===== config.mk =====
export PLATFORM = sky130hd
export DESIGN_NAME = serial_negator
export DESIGN_NICKNAME = d
export VERILOG_FILES = /design/src/rtl/serial_negator_pkg.sv /design/src/rtl/serial_negator_track.sv /design/src/rtl/serial_negator_out.sv /design/src/rtl/serial_negator.sv
export SDC_FILE = /design/constraint.sdc
export NUM_CORES = 1
export LEC_CHECK = 0
export ABC_AREA = 1
export BUFFER_PORTS_ARGS = -buffer_cell sky130_fd_sc_hd__buf_2
export CAP_MARGIN = 20
export CORE_AREA = 2 2 39 41
export DETAILED_ROUTE_END_ITERATION = 8
export DIE_AREA = 0 0 41 43
export GPL_TIMING_DRIVEN = 0
export SLEW_MARGIN = 20
export SYNTH_ARGS = -nofsm -noshare
export SYNTH_HDL_FRONTEND = slang
export SYNTH_SLANG_ARGS = --single-unit

===== constraint.sdc =====
create_clock -name clk -period 0.9 [get_ports clk]
set_input_delay 0.09 -clock clk [delete_from_list [all_inputs] [get_ports clk]]
set_output_delay 0.09 -clock clk [all_outputs]
set_load 0.05 [all_outputs]

===== src/rtl/serial_negator_pkg.sv =====
package serial_negator_pkg;

  // Output bit for one serial step: copy until a set bit has passed, invert after.
  function automatic logic neg_step_bit(input logic seen, input logic din);
    return din ^ seen;
  endfunction

  // Seen-state after consuming one bit.
  function automatic logic neg_step_seen(input logic seen, input logic din);
    return seen | din;
  endfunction

  // Per-word classification, evaluated on the last bit.
  typedef struct packed {
    logic ovf;
    logic zero;
  } word_flags_t;

  function automatic word_flags_t neg_classify(input logic seen, input logic last_bit);
    word_flags_t f;
    f.ovf  = ~seen & last_bit;
    f.zero = ~seen & ~last_bit;
    return f;
  endfunction

endpackage


===== src/rtl/serial_negator_track.sv =====
module serial_negator_track
  import serial_negator_pkg::*;
(
  input  logic clk,
  input  logic rst_n,
  input  logic in_valid,
  input  logic in_sow,
  input  logic in_eow,
  input  logic in_bit,
  output logic eff_seen,
  output logic step_bit,
  output word_flags_t step_flags
);

  logic seen_q;
  logic seen_d;

  // State as seen by the current bit: a start strobe forces the cleared state.
  assign eff_seen   = (in_valid && in_sow) ? 1'b0 : seen_q;
  assign step_bit   = neg_step_bit(eff_seen, in_bit);
  assign step_flags = neg_classify(eff_seen, in_bit);

  always_comb begin
    seen_d = seen_q;
    if (in_valid) begin
      if (in_eow) seen_d = 1'b0;
      else        seen_d = neg_step_seen(eff_seen, in_bit);
    end
  end

  always_ff @(posedge clk) begin
    if (!rst_n) seen_q <= 1'b0;
    else        seen_q <= seen_d;
  end

  // Once set inside a word, the state stays set until a word boundary.
  assert_seen_holds_R5: assert property (@(posedge clk) disable iff (!rst_n)
    (in_valid && eff_seen && !in_eow) |=> (seen_q));

  // Idle cycles leave the state untouched.
  assert_idle_keeps_state_R7: assert property (@(posedge clk) disable iff (!rst_n)
    (!in_valid) |=> $stable(seen_q));

endmodule


===== src/rtl/serial_negator_out.sv =====
module serial_negator_out
  import serial_negator_pkg::*;
(
  input  logic clk,
  input  logic rst_n,
  input  logic in_valid,
  input  logic in_eow,
  input  logic step_bit,
  input  word_flags_t step_flags,
  output logic out_valid,
  output logic out_bit,
  output logic out_eow,
  output logic out_ovf,
  output logic out_zero
);

  logic last_step;
  assign last_step = in_valid && in_eow;

  always_ff @(posedge clk) begin
    if (!rst_n) begin
      out_valid <= 1'b0;
      out_bit   <= 1'b0;
      out_eow   <= 1'b0;
      out_ovf   <= 1'b0;
      out_zero  <= 1'b0;
    end else begin
      out_valid <= in_valid;
      out_bit   <= in_valid ? step_bit : 1'b0;
      out_eow   <= last_step;
      out_ovf   <= last_step ? step_flags.ovf  : 1'b0;
      out_zero  <= last_step ? step_flags.zero : 1'b0;
    end
  end

  assert_valid_delay_R2: assert property (@(posedge clk) disable iff (!rst_n)
    ($past(rst_n)) |-> (out_valid == $past(in_valid)));

  assert_flags_on_eow_R10: assert property (@(posedge clk) disable iff (!rst_n)
    (out_ovf || out_zero) |-> (out_eow && out_valid));

  assert_flags_exclusive_R10: assert property (@(posedge clk) disable iff (!rst_n)
    !(out_ovf && out_zero));

  assert_ovf_sign_R9: assert property (@(posedge clk) disable iff (!rst_n)
    out_ovf |-> out_bit);

  assert_zero_bit_R8: assert property (@(posedge clk) disable iff (!rst_n)
    out_zero |-> !out_bit);

  assert_idle_quiet_R7: assert property (@(posedge clk) disable iff (!rst_n)
    !out_valid |-> (!out_bit && !out_eow));

endmodule


===== src/rtl/serial_negator.sv =====
module serial_negator
  import serial_negator_pkg::*;
(
  input  logic clk,
  input  logic rst_n,
  input  logic in_valid,
  input  logic in_sow,
  input  logic in_eow,
  input  logic in_bit,
  output logic out_valid,
  output logic out_bit,
  output logic out_eow,
  output logic out_ovf,
  output logic out_zero
);

  logic        eff_seen;
  logic        step_bit;
  word_flags_t step_flags;

  serial_negator_track u_track (
    .clk        (clk),
    .rst_n      (rst_n),
    .in_valid   (in_valid),
    .in_sow     (in_sow),
    .in_eow     (in_eow),
    .in_bit     (in_bit),
    .eff_seen   (eff_seen),
    .step_bit   (step_bit),
    .step_flags (step_flags)
  );

  serial_negator_out u_out (
    .clk        (clk),
    .rst_n      (rst_n),
    .in_valid   (in_valid),
    .in_eow     (in_eow),
    .step_bit   (step_bit),
    .step_flags (step_flags),
    .out_valid  (out_valid),
    .out_bit    (out_bit),
    .out_eow    (out_eow),
    .out_ovf    (out_ovf),
    .out_zero   (out_zero)
  );

  // A start strobe always presents the cleared state to its bit.
  assert_sow_clears_R6: assert property (@(posedge clk) disable iff (!rst_n)
    (in_valid && in_sow) |-> !eff_seen);

  // Before any set bit, the output bit equals the input bit.
  assert_copy_phase_R4: assert property (@(posedge clk) disable iff (!rst_n)
    (in_valid && !eff_seen) |=> (out_bit == $past(in_bit)));

endmodule


==> metrics <==
status=finished, final reports clean; Yosys warning total=0; r2r setup slk=70 ps; met1 usage=4.50%; global routing met3 resource utilization=4.71%; PwrDens=1810 mW/mm2; Mapped Cells=26; Layout Nets=49; clock skew=6.04 ps; Top Family by Delay on Critical Path=flip-flops; largest stage delay on the critical path=290 ps; cell row count=14; vias in the first global route=163; commonest cells after routing, fill and taps aside=clkbuf_4, inv_1, buf_2; RePlAce Congestion=0.772; Worst R2R Start=u_track.seen_q; synthesized area=219 um2; largest net degree at the start of global routing=5; Worst Min Path Start=rst_n; XOR/XNOR Fraction of Synth Area=0%; Min Clock Period, post-route=865 ps; Worst-path clk slew=50 ps; P_leak=0.000184 uW; CP max stage cell=dfxtp_1; CTS Buf Count=3; WL per Instance=7.18 um; drt first-iter violations=5; Die Height=43 um; worst IR drop on VDD=376 uV; Die W=41 um; Max Cap Violations=0; antenna violations before repair=0; CP startpoint kind=flop; die area=0.00176 mm2; Core ar.=0.00138 mm2; Setup Crit Path Kind=reg2out; Placed Cells=52; number of iterations in the first detailed-routing pass=2; Achievable Freq=1160 MHz; Final Cycle Share=96.1%; Initial Util=15.8%; Synth area leader=dfxtp_1; #FFs+latches synth=6; gr usage total=5.02%; Min-Delay Path Depth=3; sequential element share of the synthesized area=54.9%; slew margin rel.=83.6%; Worst Max-Slew Pin Slew=248 ps; post-synthesis compound-gate area fraction=2.29%; WHS Endpoint=u_out.out_valid; post-detailed-route count of antenna-violating nets=0; gr ovfl total=0; global routing's busiest layer=met2; via count=179; first-pass GRT wire length=531 um; CTS Hold Bufs=0; Synth cell types=8; Worst Path Arrival=780 ps; crit end category=primary output; Final Total Pwr=626 uW; syn nets=34; Avg Inst Size Synth=8.42 um2; CTS tree=yes; root buf cell=clkbuf_4; IO Pins=11; Slew Viols, Final=0; Post-Route Setup TNS=0 ps; cell depth of the worst flop-to-flop path=4; share of cells above drive strength 1=51.3%; Synth Area in Simple Gates=19.4%; Antenna Cells=0; port bufs=10; met2 Resource Use GR=6.56%; Yosys top cell area share=54.9%; final count of hold timing violations=0; Final Util=25.0%; crit path max fanout=1; adder-cell share of the synthesized area=11.4%; DRC Markers=0; main combinational cell family by area after synthesis=simple AND/OR/NAND/NOR gates; crit-path cells=buf_2; clock tree sinks=6; Synth area leaders=dfxtp_1, ha_1, inv_1; final WL=395 um; Layout area overhead=57.7%; vias per inst=3.25; RSZ-0062 raised after global routing=no; DP Wirelength=292 um; required time worst endpoint=810 ps; hold crit path type=in2reg; deepest clock path buffer count=2; H-tree depth=1; Worst-Skew Late Latency=240 ps; final setup fails=0; Finished Layout Cells=55; post-synthesis mux area share=0%; CP bufs+invs=1; reg-to-reg critical path endpoint=u_out.out_bit; commonest non-fill, non-tap cell in the layout=clkbuf_4
sequential cells by signal, indices dropped and copies added, names as in the netlist:
register / count
u_out.out_bit: 1
u_out.out_eow: 1
u_out.out_ovf: 1
u_out.out_valid: 1
u_out.out_zero: 1
u_track.seen_q: 1
kinds of logic after synthesis:
logic type / Yosys count
adders and majority gates: 2
buffers and inverters: 7
DFF: 6
AOI/OAI and AO/OA: 1
and+or+nand+nor: 10
cell usage after synthesis, drive strengths merged:
cell type and number:
dfxtp 6, ha 2, inv 7, nand2 4
nor2 6, o21ai 1
worst max path at each step:
stage	from	end	slack, ps	cells past startpoint
floorplan	u_track.seen_q	u_out.out_bit	90	4
global placement	u_track.seen_q	u_track.seen_q	40	5
detailed placement	u_track.seen_q	u_track.seen_q	20	5
CTS	u_track.seen_q	u_track.seen_q	4	5
global route	u_out.out_ovf	out_ovf	3	1
finish	u_out.out_ovf	out_ovf	30	1
worst reg2reg max path: stages (launching register included):
cell and delay (ps):
dfxtp_2 330, nand2_2 80, ha_4 260, inv_1 30
nor2_1 70
power breakdown:
group          total, uW  switching [uW]  internal (uW)
Clock                239            89.1            150
Sequential           283            3.94            279
Combinational        103            66.0           37.2
per-layer routing:
layer / wire length (um) / vias to the layer above
li1: - / 99
met1: 172 / 69
met2: 170 / 11
met3: 51 / 0
met4: 0 / 0
met5: 0 / -
final cells by class:
type	count	area (um2)
clock buffers	3	22.5
fillers	155	1040
inverters	7	26.3
multi-input cells	13	95.1
flip-flops and latches	6	121
well taps	16	20.0
repair buffers	10	60.1
stage by stage:
step                      setup WS, ps  instance area (um2)  hold WS [ps]
after CTS                         3.60                  312          78.2
after global routing              2.71                  345          84.2
final                             34.7                  345          82.3
after global placement            44.1                  289           328
after detailed placement          22.7                  289           331
after floorplan                   89.0                  219           202
repair_timing:
item / in CTS / in global routing
gates resized for setup: 0 / 10
setup buffers: 0 / 0
setup endpoints to repair: 0 / 6
No activity file was read; power rests on OpenSTA's default activity.
